**src/rtl/epp_pkg.sv**
```systemverilog
package epp_pkg;

  typedef enum logic [2:0] {
    ST_IDLE,
    ST_WR_STB,
    ST_WR_END,
    ST_RD_STB,
    ST_RD_END
  } epp_state_e;

  // data port window: offsets 4..7 of the port block
  function automatic logic data_port_hit(input logic [31:0] offs);
    return offs[31:2] == 30'd1;
  endfunction

  // watchdog expires on the lim-th waiting cycle; lim == 0 disables
  function automatic logic tmo_due(input logic [31:0] cnt, input logic [31:0] lim);
    return (lim != 32'd0) && (cnt == lim - 32'd1);
  endfunction

endpackage

```
**src/rtl/epp_sync.sv**
```systemverilog
module epp_sync #(
  parameter int STAGES = 2,
  parameter bit RST_VAL = 1'b0
) (
  input  logic clk,
  input  logic rst_n,
  input  logic d,
  output logic q
);
  logic [STAGES-1:0] chain;

  generate
    for (genvar i = 0; i < STAGES; i++) begin : g_stage
      always_ff @(posedge clk or negedge rst_n) begin
        if (!rst_n) chain[i] <= RST_VAL;
        else if (i == 0) chain[i] <= d;
        else chain[i] <= chain[(i == 0) ? 0 : i-1];
      end
    end
  endgenerate

  assign q = chain[STAGES-1];
endmodule

```
**src/rtl/epp_wait_timer.sv**
```systemverilog
module epp_wait_timer #(
  parameter int CNT_W = 8
) (
  input  logic             clk,
  input  logic             rst_n,
  input  logic             restart,
  input  logic             run,
  input  logic [CNT_W-1:0] limit,
  output logic             expired
);
  import epp_pkg::*;

  localparam logic [CNT_W-1:0] CNT_MAX = '1;

  logic [CNT_W-1:0] cnt;

  always_ff @(posedge clk or negedge rst_n) begin
    if (!rst_n) cnt <= '0;
    else if (restart) cnt <= '0;
    else if (run && cnt != CNT_MAX) cnt <= cnt + 1'b1;
  end

  assign expired = run && tmo_due(32'(cnt), 32'(limit));
endmodule

```
**src/rtl/epp_seq.sv**
```systemverilog
module epp_seq #(
  parameter int DATA_W = 8
) (
  input  logic                clk,
  input  logic                rst_n,
  input  logic                req_wr,
  input  logic                req_rd,
  input  logic [DATA_W-1:0]   wdata,
  input  logic [DATA_W-1:0]   pd_in,
  input  logic                wait_s,
  input  logic                tmo_exp,
  output logic [DATA_W-1:0]   pd_out,
  output logic                pd_oe,
  output logic                wr_n,
  output logic                stb_n,
  output logic [DATA_W-1:0]   rdata,
  output logic                rdy,
  output logic                flag,
  output logic                busy,
  output logic                cyc_start,
  output logic                latch_pt,
  output logic                cyc_end,
  output logic                tmo_fire
);
  import epp_pkg::*;

  epp_state_e state;
  logic in_stb, in_end, cond_met;

  assign busy      = (state != ST_IDLE);
  assign in_stb    = (state == ST_WR_STB) || (state == ST_RD_STB);
  assign in_end    = (state == ST_WR_END) || (state == ST_RD_END);
  assign cond_met  = (in_stb && wait_s) || (in_end && !wait_s);
  assign cyc_start = !busy && (req_wr || req_rd);
  assign latch_pt  = in_stb && wait_s;
  assign cyc_end   = in_end && !wait_s;
  assign tmo_fire  = busy && !cond_met && tmo_exp;

  always_ff @(posedge clk or negedge rst_n) begin
    if (!rst_n) begin
      state  <= ST_IDLE;
      pd_out <= '0;
      pd_oe  <= 1'b0;
      wr_n   <= 1'b1;
      stb_n  <= 1'b1;
      rdata  <= '0;
      rdy    <= 1'b0;
      flag   <= 1'b0;
    end else begin
      rdy <= 1'b0;
      if (tmo_fire) begin
        state <= ST_IDLE;
        pd_oe <= 1'b0;
        wr_n  <= 1'b1;
        stb_n <= 1'b1;
        flag  <= 1'b1;
        rdy   <= in_stb;
      end else begin
        case (state)
          ST_IDLE: begin
            if (req_wr) begin
              state  <= ST_WR_STB;
              pd_out <= wdata;
              pd_oe  <= 1'b1;
              wr_n   <= 1'b0;
              stb_n  <= 1'b0;
            end else if (req_rd) begin
              state <= ST_RD_STB;
              pd_oe <= 1'b0;
              stb_n <= 1'b0;
            end
          end
          ST_WR_STB: if (wait_s) begin
            state <= ST_WR_END;
            stb_n <= 1'b1;
            rdy   <= 1'b1;
          end
          ST_WR_END: if (!wait_s) begin
            state <= ST_IDLE;
            wr_n  <= 1'b1;
            pd_oe <= 1'b0;
          end
          ST_RD_STB: if (wait_s) begin
            state <= ST_RD_END;
            rdata <= pd_in;
            stb_n <= 1'b1;
            rdy   <= 1'b1;
          end
          ST_RD_END: if (!wait_s) state <= ST_IDLE;
          default: state <= ST_IDLE;
        endcase
      end
    end
  end
endmodule

```
**src/rtl/epp_data_engine.sv**
```systemverilog
module epp_data_engine #(
  parameter int ADDR_W = 3,
  parameter int DATA_W = 8,
  parameter int CNT_W  = 8,
  parameter int SYNC_N = 2
) (
  input  logic              clk,
  input  logic              rst_n,
  input  logic [ADDR_W-1:0] host_addr,
  input  logic              host_rd,
  input  logic              host_wr,
  input  logic [DATA_W-1:0] host_wdata,
  output logic [DATA_W-1:0] host_rdata,
  output logic              host_rdy,
  input  logic [CNT_W-1:0]  tmo_limit,
  output logic              tmo_flag,
  output logic [DATA_W-1:0] pp_dout,
  output logic              pp_doe,
  input  logic [DATA_W-1:0] pp_din,
  output logic              pp_dir_wr_n,
  output logic              pp_strobe_n,
  input  logic              pp_hshk_n
);
  import epp_pkg::*;

  // named internal events, observed by the bound checker
  logic hit, armed, req_wr, req_rd, wait_s, tmo_exp;
  logic busy, cyc_start, latch_pt, cyc_end, tmo_fire;

  assign hit    = data_port_hit(32'(host_addr));
  assign req_wr = armed && hit && host_wr;
  assign req_rd = armed && hit && host_rd && !host_wr;

  // host must drop its strobes once before another cycle is taken
  always_ff @(posedge clk or negedge rst_n) begin
    if (!rst_n) armed <= 1'b1;
    else if (cyc_start) armed <= 1'b0;
    else if (!host_rd && !host_wr) armed <= 1'b1;
  end

  epp_sync #(.STAGES(SYNC_N), .RST_VAL(1'b0)) u_sync (
    .clk(clk), .rst_n(rst_n), .d(pp_hshk_n), .q(wait_s)
  );

  epp_wait_timer #(.CNT_W(CNT_W)) u_timer (
    .clk(clk), .rst_n(rst_n),
    .restart(cyc_start || latch_pt),
    .run(busy),
    .limit(tmo_limit),
    .expired(tmo_exp)
  );

  epp_seq #(.DATA_W(DATA_W)) u_seq (
    .clk(clk), .rst_n(rst_n),
    .req_wr(req_wr), .req_rd(req_rd),
    .wdata(host_wdata), .pd_in(pp_din),
    .wait_s(wait_s), .tmo_exp(tmo_exp),
    .pd_out(pp_dout), .pd_oe(pp_doe),
    .wr_n(pp_dir_wr_n), .stb_n(pp_strobe_n),
    .rdata(host_rdata), .rdy(host_rdy), .flag(tmo_flag),
    .busy(busy), .cyc_start(cyc_start), .latch_pt(latch_pt),
    .cyc_end(cyc_end), .tmo_fire(tmo_fire)
  );
endmodule

```
**config.mk**
```make
export PLATFORM = sky130hd
export DESIGN_NAME = epp_data_engine
export DESIGN_NICKNAME = d
export VERILOG_FILES = /design/src/rtl/epp_pkg.sv /design/src/rtl/epp_sync.sv /design/src/rtl/epp_wait_timer.sv /design/src/rtl/epp_seq.sv /design/src/rtl/epp_data_engine.sv
export SDC_FILE = /design/constraint.sdc
export NUM_CORES = 1
export LEC_CHECK = 0
export ABC_AREA = 1
export BUFFER_PORTS_ARGS = -buffer_cell sky130_fd_sc_hd__clkbuf_2
export CAP_MARGIN = 5
export CORE_ASPECT_RATIO = 0.7
export CORE_MARGIN = 2
export CORE_UTILIZATION = 47
export CTS_CLUSTER_SIZE = 24
export DETAILED_ROUTE_END_ITERATION = 8
export MAX_ROUTING_LAYER = met4
export PLACE_DENSITY = 0.76
export SLEW_MARGIN = 20
export SYNTH_ARGS = -nofsm -noshare
export SYNTH_HDL_FRONTEND = slang
export SYNTH_SLANG_ARGS = --single-unit
```
**constraint.sdc**
```tcl
create_clock -name clk -period 1.5 [get_ports clk]
set_input_delay 0.45 -clock clk [delete_from_list [all_inputs] [get_ports clk]]
set_output_delay 0.45 -clock clk [all_outputs]
set_load 0.01 [all_outputs]
```
; Word level (Yosys, flattened, before mapping)
; Cells that the tools add are included.
; Widths: inputs -> output; s select.
[totals]
inputBits = 32
register_bits = 35
wordCells = 93
out_inout_bits = 21
[op_classes]
mux = 27
add_sub_neg = 2
n_bitwise = 1
n_reduce_logical = 38
eq_ne = 13
[op_table]
columns = operator, count
row1 = $eq 8x32->1, 1
row2 = $mux 3, 6
row3 = $mux 8, 2
row4 = $mux 1, 15
row5 = $reduce_and 3->1, 5
row6 = $logic_and 1x1->1, 13
row7 = $ne 3x3->1 const B, 4
row8 = $pmux 3 s4, 1
row9 = $reduce_bool 3->1, 3
row10 = $sub 8x1->9 const B, 1
row11 = $add 8x1->8 const B, 1
row12 = $ne 8x8->1 const B, 1
row13 = $reduce_bool 8->1, 1
row14 = $eq 3x2->1 const B, 2
row15 = $pmux 1 s2, 3
row16 = $logic_not 1->1, 5
row17 = $logic_or 1x1->1, 5
row18 = $ne 4x2->1 const B, 1
row19 = $reduce_and 4->1, 1
row20 = $reduce_bool 2->1, 2
row21 = $reduce_or 2->1, 2
row22 = $eq 3x1->1 const B, 1
row23 = $eq 3x3->1 const B, 1
row24 = $logic_not 3->1, 1
row25 = other kinds (3), 3

; Logic depth before layout (Yosys ltp)
; Gate-level depths: netlist of the first run.
[logic_depth]
word_depth = 9
ltp_mapped = 15

; By module
; Synthesis of the first run repeated with hierarchy kept, for this count alone.
[unflattened]
hier_cells = 244
area_unflattened_um2 = 2044.5
[by_module_without_submodules]
columns = module, instances, seq_area_each_um2, cells_per_inst, area_each_um2
row1 = epp_seq, 1, 603.1, 97, 1112.3
row2 = epp_wait_timer, 1, 200.2, 135, 819.5
row3 = epp_data_engine, 1, 26.3, 10, 62.6
row4 = epp_sync, 1, 50.0, 2, 50.0

; Worst setup path before layout of the first run
; No wires, ideal clock.
[synth_path]
kind = input -> register
startpoint = input port tmo_limit[0]
endpoint = register u_seq.pd_out[0]
arrival_time_ps = 1720
slack_ps = -338
stages = 15
setup_ps = 118
path_buffers = 1
cell_sequence = inv_1 ha_1 inv_1 nand2_1 nand2_1 nand2_1 nor2_1 nand2_1 nor2_1 nand2_2 nor2_4 inv_2 buf_6 nand4_1 nand2_1
[synth_between]
elab_chain_cells = 7
word_cells_on_any_way = 8
[synth_lines]
columns = item, line
row1 = "start, declared", epp_data_engine.sv:15  ; input logic [CNT_W-1:0] tmo_limit,
row2 = $sub 8x1->9, epp_pkg.sv:18  ; return (lim != 32'd0) && (cnt == lim - 32'd1);
row3 = $eq 8x32->1, epp_pkg.sv:18
row4 = $logic_and 1x1->1 (*), epp_pkg.sv:18
row5 = $logic_and 1x1->1 (*), epp_wait_timer.sv:23  ; assign expired = run && tmo_due(32'(cnt), 32'(limit));
row6 = $logic_and 1x1->1 (*), epp_seq.sv:37  ; assign tmo_fire = busy && !cond_met && tmo_exp;
row7 = $not 1->1 (no source line) (*), -
row8 = $reduce_and 3->1 (no source line) (*), -
row9 = "end signal, assigned", epp_seq.sv:63  ; pd_out <= wdata;
row10 = "end, declared", epp_seq.sv:12  ; output logic [DATA_W-1:0] pd_out,
; Every way passes the cells marked *; elsewhere a longest branch is shown, timed or not.
; A chain may end at the register's enable or synchronous reset.

; Worst setup path in the final report of the first run
[layout_path]
startpoint = register u_seq.state[0]
endpoint = register u_seq.state[2]
[layout_between]
elab_chain_cells = 9
word_cells_on_any_way = 23
[layout_lines]
columns = item, line
row1 = "start, declared", epp_seq.sv:27  ; epp_state_e state;
row2 = "start signal, assigned", epp_seq.sv:41  ; state <= ST_IDLE;
row3 = "start signal, assigned", epp_seq.sv:52  ; state <= ST_IDLE;
row4 = "start signal, assigned", epp_seq.sv:62  ; state <= ST_WR_STB;
row5 = $eq 3x1->1 (tied with other cells), "epp_seq.sv:31, epp_seq.sv:59"
row6 = $logic_or 1x1->1 (on tied branches), "epp_seq.sv:31, epp_seq.sv:32"
row7 = $logic_and 1x1->1, epp_seq.sv:33  ; assign cond_met = (in_stb && wait_s) || (in_end && !wait_s);
row8 = $logic_or 1x1->1, epp_seq.sv:33
row9 = $logic_not 1->1, epp_seq.sv:37
row10 = $logic_and 1x1->1 (2 in series), epp_seq.sv:37
row11 = $ne 4x2->1 (no source line) or $ne 3x3->1 (tied branches), -
row12 = $reduce_and 4->1 (no source line), -
; Several ways; a longest one is shown, not always the timed one.

==> impl_metrics.yaml, run 1 <==
clocking:
  clk_latency_ns: 0.30
  cts_max_path_buffers: 2
  htree_levels: 2
  root_buffer: "clkbuf_8"
  ctsHoldBuffers: 0
  clock_sinks: 35
  cts.clk_slew.worst_paths_ns: 0.08
  cts_tree: "built"
  cts_buffers: 5
route:
  firstDrtPassIters: 4
  num_vias: 2103
  drt_iter0_drc: 212
  drt-total-wl_um: 5640
  post_drt_wl_per_cell_um: 14.0
  ant_nets: 0
  drc_errors: 0
  viasPerCell: 5.22
logic_synthesis:
  muxShareOfSynthArea_pct: 4.66
  syn_inst: 250
  syn_nets: 284
  synth_area_um2: 1930
  synth_xor_area_share_pct: 2.27
  yosys.area_share.adder_pct: 1.30
  synth_top_family_by_area: "simple AND/OR/NAND/NOR gates"
  synth_seq_cells: 35
  synth.distinct_cells: 29
  synth-simple-area-share_pct: 33.2
  yosysWarnings: 0
  yosysSeqAreaShare_pct: 45.5
  synth_compound_area_share_pct: 5.57
  syn_avg_cell_area_um2: 7.73
critical_path:
  crit_path_end_kind: "flop"
  crit_path_frequent_cell: "nand2_1"
  rr_worst_depth: 10
  cp.arrival_ns: 1.96
  crit_required_ns: 1.74
  cp.depth: 10
  worstSetupStartpointType: "flop"
  path_cells: "inv_2 > buf_4 > buf_4 > nor2_1 > inv_1 > nor2_1 > o22ai_2 > nand2_1 > nand2_1 > nand2_1"
  slowest_delay_ns: 0.43
  r2r_setup_slack_ns: -0.22
  rr_startpoint: "u_seq.state[0]$_DFFE_PN0P_"
  worst-path-buf-inv: 4
  cp_top_family: "simple AND/OR/NAND/NOR gates"
  worst_path_max_delay_cell: "dfrtp_2"
  r2r_end: "u_seq.state[2]$_DFFE_PN0P_"
  worstSetupPathType: "reg -> reg"
  path_max_fanout: 5
timing:
  period_share_pct: 114
  final.min_clock_period_ns: 1.72
  final_max_slew_viol_count: 0
  slew_headroom_pct: 75.0
  tightest_slew_ns: 0.375
  final.setup.tns_ns: -3.03
  grt_setup_unrepaired: "yes"
  hold_violations: 0
  clock_skew_ns: 0.00802
  clock.fmax_mhz: 583
  layout_setup_ws_ns: -0.216
  setup_violations: 22
power_and_ir_drop:
  leakagePower_nw: 1.55
  power_per_cell_area_nw_per_um2: 1760
  switching_share_pct: 42.4
  internal_power_mw: 2.95
  p_sw_mw: 2.17
  p_comb_share_pct: 54.5
  ir_drop_mv: 1.18
  seq_power_share_pct: 30.9
  p_clk_share_pct: 14.6
grt:
  grt_max_degree: 22
  grt_pass1_vias: 1933
  grt_usage_pct: 25.6
  antenna_found_initial: 0
  overflow: 0
  grt_pass1_wl_um: 8710
final_layout:
  diodes: 0
  final_nets: 384
  drive_gt1_share_pct: 45.3
  final_util_pct: 74.1
  syn_to_final_growth_pct: 50.5
die:
  die-area_um2: 4650
  pin_count: 53
  num_rows: 19
  dieHeight_um: 57.6
  core-area_um2: 3920
  die_w_um: 80.6
  start_util_pct: 49.3
placement:
  port_buffers: 50
  gp_congestion: 0.910
  hpwl_um: 3730
hold_path:
  min_path_type: "in -> async"
status:
  status: "finished with violations"
  violations: "negative setup slack"
run:
  maxCapViolCount: 0
-- final cells by class --
class | count | area (µm²)
clock inverters | 2 | 16.3
flip-flops and latches | 35 | 882
repair buffers | 95 | 671
inverters | 33 | 144
fillers | 285 | 1010
well taps | 52 | 65.1
multi-input cells | 180 | 1050
clock buffers | 6 | 82.6
-- stage by stage --
step	std cells	instance area, µm²	power [mW]	setup slack, ns	hold slack (ns)
floorplan	250	1980	2.88	-0.202	0.154
global placement	387	2590	3.85	-0.504	0.334
detailed placement	387	2590	3.93	-0.566	0.336
CTS	400	2820	4.88	-0.132	0.0603
global route	403	2910	5.45	-0.311	0.0649
finish	403	2910	5.12	-0.216	0.0551
-- worst max-delay path by stage --
stage                                     from                     endpoint  slack [ns]
floorplan                         tmo_limit[0]  u_seq.pd_out[0]$_DFFE_PN0P_       -0.20
global placement                  tmo_limit[0]   u_seq.state[2]$_DFFE_PN0P_       -0.50
detailed placement                tmo_limit[0]      u_seq.pd_oe$_DFFE_PN0P_       -0.57
CTS                               tmo_limit[0]   u_seq.state[1]$_DFFE_PN0P_       -0.13
global route        u_timer.cnt[0]$_DFFE_PN0P_   u_seq.state[1]$_DFFE_PN0P_       -0.31
finish              u_seq.state[0]$_DFFE_PN0P_   u_seq.state[2]$_DFFE_PN0P_       -0.22
-- what timing repair did --
item                                    CTS  global route
resized for setup                        21            15
setup buffers                             4             4
pin swaps                                 9            11
cloned                                    1             1
endpoints found under the setup margin   22            32
-- state kept, by name (all words and copies together) (netlist names) --
signal / cells
u_seq.flag: 1
armed: 1
u_seq.pd_out: 8
u_timer.cnt: 8
u_seq.wr_n: 1
u_seq.pd_oe: 1
u_sync.q: 1
u_seq.state: 3
u_seq.rdata: 8
u_sync.chain: 1
u_seq.rdy: 1
u_seq.stb_n: 1
-- cells by family (layout without fill, tap and decap cells) --
logic type                 Yosys count  in the layout
xor gates and xnor gates             5              5
adders and majority gates            2              2
muxes                                8              8
AOI/OAI and AO/OA                   19             19
and+or+nand+nor                    145            146
DFF                                 35             35
buffers and inverters               36            136
-- power groups by stage --
stage | Combinational (mW) | Sequential, mW | Clock (mW)
floorplan | 1.22 | 1.66 | 0
global placement | 2.30 | 1.55 | 0
detailed placement | 2.37 | 1.57 | 0
CTS | 2.55 | 1.57 | 0.762
global route | 3.03 | 1.62 | 0.798
finish | 2.79 | 1.58 | 0.747
-- cells in the mapped netlist, drive strengths merged --
master	instances	area [µm²]
dfrtp	32	801
o21ai	8	40.0
ha	2	25.0
inv	32	120
a21oi	6	33.8
buf	1	11.3
o22ai	3	18.8
xor2	2	17.5
o31ai	1	7.51
nand3	15	85.1
clkbuf	2	8.75
clkinv	1	3.75
dfstp	3	78.8
nor3	3	15.0
or2	2	12.5
o21a	1	7.51
xnor2	3	26.3
mux2	8	90.1
nor2	32	145
nand2	81	309
nand4	12	75.1
-- layer usage --
metal / vias up / global-route usage [%] / share of wire [%]
met3: 28 / 6.54 / 7.8
met4: 0 / 7.02 / 3.2
li1: 998 / - / -
met1: 969 / 34.0 / 42
met5: - / - / 0
met2: 108 / 39.5 / 47
-- worst reg2reg max path, cell delays in order (launching register included) --
cell     delay [ns]
dfrtp_2        0.43
inv_2          0.07
buf_4          0.13
buf_4          0.14
nor2_1         0.14
inv_1          0.11
nor2_1         0.26
o22ai_2        0.15
nand2_1        0.11
nand2_1        0.06
nand2_1        0.06
-- layout by cell type (no fill, tap or decap), types with 2 or more instances in the layout --
master,instances
nor3_1,2
nor2_1,21
clkbuf_2,48
o22ai_2,3
inv_2,7
nand3_1,12
buf_4,39
buf_6,3
mux2_2,7
nand3_4,2
clkbuf_16,2
o21ai_1,3
nor2_4,6
o21ai_0,3
clkbuf_8,7
xor2_1,2
dfstp_2,3
buf_12,2
nand3_2,2
nand2_2,5
a21oi_2,2
nor2_2,5
or2_4,2
a21oi_1,4
nand2_1,75
inv_1,22
dfrtp_2,2
dfrtp_1,30
xnor2_1,3
o21ai_2,2
nand4_1,12
(Power assumes the default switching activity.)
==> run 2: changes to the inputs <==
- CORE_ASPECT_RATIO: 0.7 -> 1.25
- SKIP_LAST_GASP: not set -> 1
==> impl_metrics.yaml, run 2 (synthesis gave the netlist of run 1 again) <==
status:
  status: "finished with violations"
  violations: "negative setup slack"
critical_path:
  r2r_end: "u_seq.state[1]$_DFFE_PN0P_"
  rr_startpoint: "u_seq.state[0]$_DFFE_PN0P_"
  worst-path-buf-inv: 4
  rr_worst_depth: 12
  cp.arrival_ns: 1.86
  worstSetupPathType: "in -> reg"
  crit_path_frequent_cell: "nand2_1"
  cp_top_family: "simple AND/OR/NAND/NOR gates"
  worst_path_max_delay_cell: "nor2_4"
  cp.depth: 15
  path_max_fanout: 5
  r2r_setup_slack_ns: -0.16
  worstSetupStartpointType: "input pin"
  crit_required_ns: 1.68
  path_cells: "clkbuf_16 > inv_12 > ha_4 > inv_1 > nand2_1 > nand3_1 > nand2_1 > nand2_1 > nor2_2 > nand3_4 > nor2_4 > buf_6 > nor2_4 > nand3_2 > nand2_1"
  crit_path_end_kind: "flop"
  slowest_delay_ns: 0.20
route:
  drc_errors: 0
  post_drt_wl_per_cell_um: 11.8
  num_vias: 1963
  drt-total-wl_um: 4770
  ant_nets: 0
  drt_iter0_drc: 96
  viasPerCell: 4.87
  firstDrtPassIters: 4
timing:
  tightest_slew_ns: 0.347
  grt_setup_unrepaired: "yes"
  final.min_clock_period_ns: 1.67
  period_share_pct: 111
  final_max_slew_viol_count: 0
  setup_violations: 24
  layout_setup_ws_ns: -0.172
  hold_violations: 0
  whs_ns: 0.0413
  slew_headroom_pct: 76.7
  clock.fmax_mhz: 598
  clock_skew_ns: 0.00403
hold_path:
  min_path_type: "in -> async"
power_and_ir_drop:
  power_per_cell_area_nw_per_um2: 1730
  internal_power_mw: 2.93
  p_sw_mw: 1.97
  p_comb_share_pct: 53.0
  ir_drop_mv: 1.07
  seq_power_share_pct: 31.7
  leakagePower_nw: 1.50
  p_clk_share_pct: 15.3
  switching_share_pct: 40.2
placement:
  hpwl_um: 3570
  place_inst: 390
  dpl-instance-area_um2: 2570
  gp_congestion: 0.918
  port_buffers: 50
die:
  pin_count: 53
  core-area_um2: 4030
  start_util_pct: 47.9
  die-area_um2: 4640
  dieHeight_um: 75.7
  die_w_um: 61.3
  num_rows: 26
final_layout:
  layout_common_cells: "76 x nand2_1, 48 x clkbuf_2, 39 x buf_4"
  final_common_cell: "nand2_1"
  fin_area_um2: 2830
  top_regs: "u_seq.pd_out: 8 flops, u_seq.rdata: 8 flops, u_timer.cnt: 8 flops"
  drive_gt1_share_pct: 42.7
  diodes: 0
  final_nets: 380
  syn_to_final_growth_pct: 46.3
  final_util_pct: 70.1
  fin_cells: 403
clocking:
  clock_sinks: 35
  clk_latency_ns: 0.29
  cts_buffers: 5
  cts_max_path_buffers: 2
  root_buffer: "clkbuf_8"
  cts.clk_slew.worst_paths_ns: 0.07
  cts_tree: "built"
  ctsHoldBuffers: 0
  htree_levels: 2
grt:
  antenna_found_initial: 0
  overflow: 0
  grt_pass1_wl_um: 7610
  grt_usage_pct: 22.6
  grt_max_degree: 25
  grt_pass1_vias: 1877
run:
  maxCapViolCount: 0
## run 2: area by class of cell
type | count | area (µm²)
clock buffers | 8 | 100
fillers | 354 | 1210
inverters | 33 | 144
multi-input cells | 180 | 1030
flip-flops and latches | 35 | 881
well taps | 56 | 70.1
repair buffers | 91 | 603
## run 2: what timing repair did
action / CTS / global route
buffers inserted: 2 / 2
pin swaps: 10 / 9
endpoints found under the setup margin: 24 / 24
gates cloned: 1 / 0
gates resized for setup: 12 / 16
## run 2: metrics by stage
step / setup slack, ns / TNS [ns] / power [mW]
3_3_place_gp: -0.547 / -8.37 / 3.81
3_5_place_dp: -0.580 / -9.39 / 3.88
2_1_floorplan: -0.202 / -2.69 / 2.88
4_1_cts: -0.172 / -2.88 / 4.75
5_1_grt: -0.280 / -5.55 / 5.29
6_report: -0.172 / -2.67 / 4.90
## run 2: routing by layer
layer,vias to the layer above,wire [µm],global-route usage [%]
li1,992,-,-
met1,907,1980,27.2
met2,54,2510,37.9
met3,10,171,3.57
met4,0,109,8.51
met5,-,0,-
## run 2: worst register-to-register path: stages, from the launching register on
cell     delay (ns)
dfrtp_1        0.43
inv_2          0.05
nand2_1        0.07
nand2_1        0.07
nand3_1        0.09
nand2_1        0.07
nor2_2         0.16
nand3_4        0.14
nor2_4         0.20
buf_6          0.14
nor2_4         0.03
nand3_2        0.05
nand2_1        0.05
## run 2: power by group through the flow
| stage | clock, mW | combinational (mW) | sequential [mW] |
|---|---|---|---|
| finish | 0.749 | 2.60 | 1.55 |
| global route | 0.803 | 2.88 | 1.60 |
| CTS | 0.768 | 2.43 | 1.55 |
| detailed placement | 0 | 2.32 | 1.55 |
| global placement | 0 | 2.26 | 1.55 |
| floorplan | 0 | 1.22 | 1.66 |
## run 2: worst max path at each step
stage | start | end | slack, ns
after floorplan | tmo_limit[0] | u_seq.pd_out[0]$_DFFE_PN0P_ | -0.20
after global placement | tmo_limit[0] | u_seq.pd_oe$_DFFE_PN0P_ | -0.55
after detailed placement | tmo_limit[0] | u_seq.pd_out[2]$_DFFE_PN0P_ | -0.58
after CTS | tmo_limit[0] | u_seq.pd_out[2]$_DFFE_PN0P_ | -0.17
after global routing | tmo_limit[0] | u_seq.pd_out[2]$_DFFE_PN0P_ | -0.28
final | tmo_limit[0] | u_seq.state[1]$_DFFE_PN0P_ | -0.17
==> run 3: changes to the inputs <==
- ABC_AREA: 1 -> 0
- CORE_UTILIZATION: 47 -> 46
- PLACE_DENSITY: 0.76 -> 0.75
==> impl_metrics.yaml, run 3 <==
die:
  dieHeight_um: 73.6
  die-area_um2: 4390
  pin_count: 53
  die_w_um: 59.7
  num_rows: 25
  core-area_um2: 3750
  start_util_pct: 47.5
timing:
  slew_headroom_pct: 74.9
  period_share_pct: 120
  final.min_clock_period_ns: 1.80
  clock.fmax_mhz: 556
  whs_ns: 0.114
  hold_violations: 0
  final_max_slew_viol_count: 0
  clock_skew_ns: 0.00656
  setup_violations: 18
  grt_setup_unrepaired: "yes"
  tightest_slew_ns: 0.373
  layout_setup_ws_ns: -0.300
route:
  ant_nets: 0
  drt_iter0_drc: 28
  post_drt_wl_per_cell_um: 15.2
  firstDrtPassIters: 4
  viasPerCell: 5.41
  num_vias: 1546
  drc_errors: 0
  drt-total-wl_um: 4340
logic_synthesis:
  synth-simple-area-share_pct: 16.7
  yosysSeqAreaShare_pct: 49.3
  synth_compound_area_share_pct: 10.2
  yosysWarnings: 0
  syn_inst: 161
  synth_top_family_by_area: "simple AND/OR/NAND/NOR gates"
  synth_ff_type: "dfrtp_1"
  synth_area_um2: 1780
  synth_seq_cells: 35
  syn_avg_cell_area_um2: 11.1
  syn_nets: 195
  synthTopCellsByCount: "32 x dfrtp_1, 16 x mux2_2, 16 x nor2_1"
  synth_xor_area_share_pct: 8.35
  muxShareOfSynthArea_pct: 10.1
  ys_top_cells_by_area: "dfrtp_1 45%, mux2_2 10%, xnor2_1 5.9%"
  synth_area_leader_cell: "dfrtp_1"
  synth_top_area_share_pct: 44.9
  synth_edf_count: 0
  synth.most_common_cell: "dfrtp_1"
  yosys.area_share.adder_pct: 1.40
  synthArstFlopShare_pct: 100
  synth.distinct_cells: 41
power_and_ir_drop:
  leakagePower_nw: 1.21
  p_sw_mw: 1.52
  switching_share_pct: 35.6
  p_comb_share_pct: 45.5
  p_clk_share_pct: 17.5
  internal_power_mw: 2.75
  power_per_cell_area_nw_per_um2: 1650
  seq_power_share_pct: 36.9
  ir_drop_mv: 1.16
critical_path:
  crit_required_ns: 1.67
  worstSetupPathType: "reg -> reg"
  worstSetupStartpointType: "flop"
  crit_path_end_kind: "flop"
  path_max_fanout: 8
  cp.arrival_ns: 1.97
clocking:
  ctsHoldBuffers: 0
  clock_sinks: 35
  htree_levels: 2
  clk_latency_ns: 0.29
  cts_max_path_buffers: 2
  cts_buffers: 5
  root_buffer: "clkbuf_8"
  cts_tree: "built"
  cts.clk_slew.worst_paths_ns: 0.07
grt:
  grt_pass1_wl_um: 6550
  grt_max_degree: 36
  overflow: 0
  grt_usage_pct: 20.7
  grt_pass1_vias: 1594
  antenna_found_initial: 0
status:
  violations: "negative setup slack"
  status: "finished with violations"
hold_path:
  min_path_type: "in -> async"
final_layout:
  final_common_cell: "clkbuf_2"
  fin_area_um2: 2590
  layout_common_cells: "48 x clkbuf_2, 30 x dfrtp_1, 28 x buf_4"
  fin_cells: 286
  diodes: 0
  drive_gt1_share_pct: 54.5
  syn_to_final_growth_pct: 45.1
  final_nets: 279
  top_regs: "u_seq.pd_out: 8 flops, u_seq.rdata: 8 flops, u_timer.cnt: 8 flops"
placement:
  pre_cts_ws_ns: -0.924
  port_buffers: 50
  place_inst: 271
  dpl-instance-area_um2: 2290
  gp_congestion: 0.911
  hpwl_um: 2960
run:
  maxCapViolCount: 0
## run 3: cell count changes after synthesis, sizes merged, moves of 8 or more
cell	previous run	this run
nand2	81	13
nor2	32	16
mux2	8	16
nand3	15	5
xnor2	3	12
nand4	12	2
inv	32	6
## run 3: cells by family after synthesis
kind of cell | count (synthesis)
and+or+nand+nor | 54
DFF | 35
AOI/OAI and AO/OA | 26
xor gates and xnor gates | 17
muxes | 16
buffers and inverters | 11
adders and majority gates | 2
## run 3: cell type report
class	count	area, µm²
Clock buffer	8	100
Fill cell	283	1170
Inverter	6	40.0
Multi-Input combinational cell	115	972
Sequential cell	35	882
Tap cell	40	50.0
Timing Repair Buffer	82	543
## run 3: worst paths after layout
check,end,slack [ns],depth (start not counted),startpoint
setup / recovery,u_seq.state[0]$_DFFE_PN0P_,-0.30,6,u_timer.cnt[6]$_DFFE_PN0P_
hold / removal,u_seq.pd_out[0]$_DFFE_PN0P_,0.11,2,rst_n
setup reg to reg,u_seq.state[0]$_DFFE_PN0P_,-0.30,6,u_timer.cnt[6]$_DFFE_PN0P_
hold reg to reg,u_sync.q$_DFF_PN0_,0.35,0,u_sync.chain[0]$_DFF_PN0_
max in group asynchronous,u_seq.stb_n$_DFFE_PN1P_,1.13,2,rst_n
min in group clk,u_sync.chain[0]$_DFF_PN0_,0.27,1,pp_hshk_n
## run 3: metal layers
metal	vias up	global-route usage, %	share of wire, %
met1	743	24.7	41
met5	-	-	0
li1	730	-	-
met3	13	4.40	5.3
met2	60	33.0	51
met4	0	10.4	2.3
## run 3: per-stage QoR
stage	utilization, %	TNS [ns]	power [mW]
after detailed placement	61.0	-7.54	3.25
after global placement	61.0	-6.46	3.19
final	68.9	-2.52	4.27
after floorplan	-	-4.52	2.67
after global routing	68.9	-3.75	4.53
after CTS	65.8	-2.06	4.12
## run 3: power by group through the flow
stage          Combinational, mW  Sequential (mW)  Clock, mW
2_1_floorplan              0.991             1.67          0
3_3_place_gp                1.63             1.55          0
3_5_place_dp                1.68             1.57          0
4_1_cts                     1.80             1.56      0.760
5_1_grt                     2.10             1.62      0.805
6_report                    1.94             1.58      0.748
## run 3: critical path, stage by stage, from the launching register on
cell and delay [ns]:
dfrtp_1 0.42, xnor2_2 0.16, and3_4 0.17, or4_4 0.52, nor4_4 0.16, buf_6 0.18, o41ai_1 0.08
## run 3: timing repair
action	4_1_cts	5_1_grt
setup endpoints to repair	32	32
resized for setup	13	13
cloned	0	0
pin swaps	1	11
setup buffers	0	7
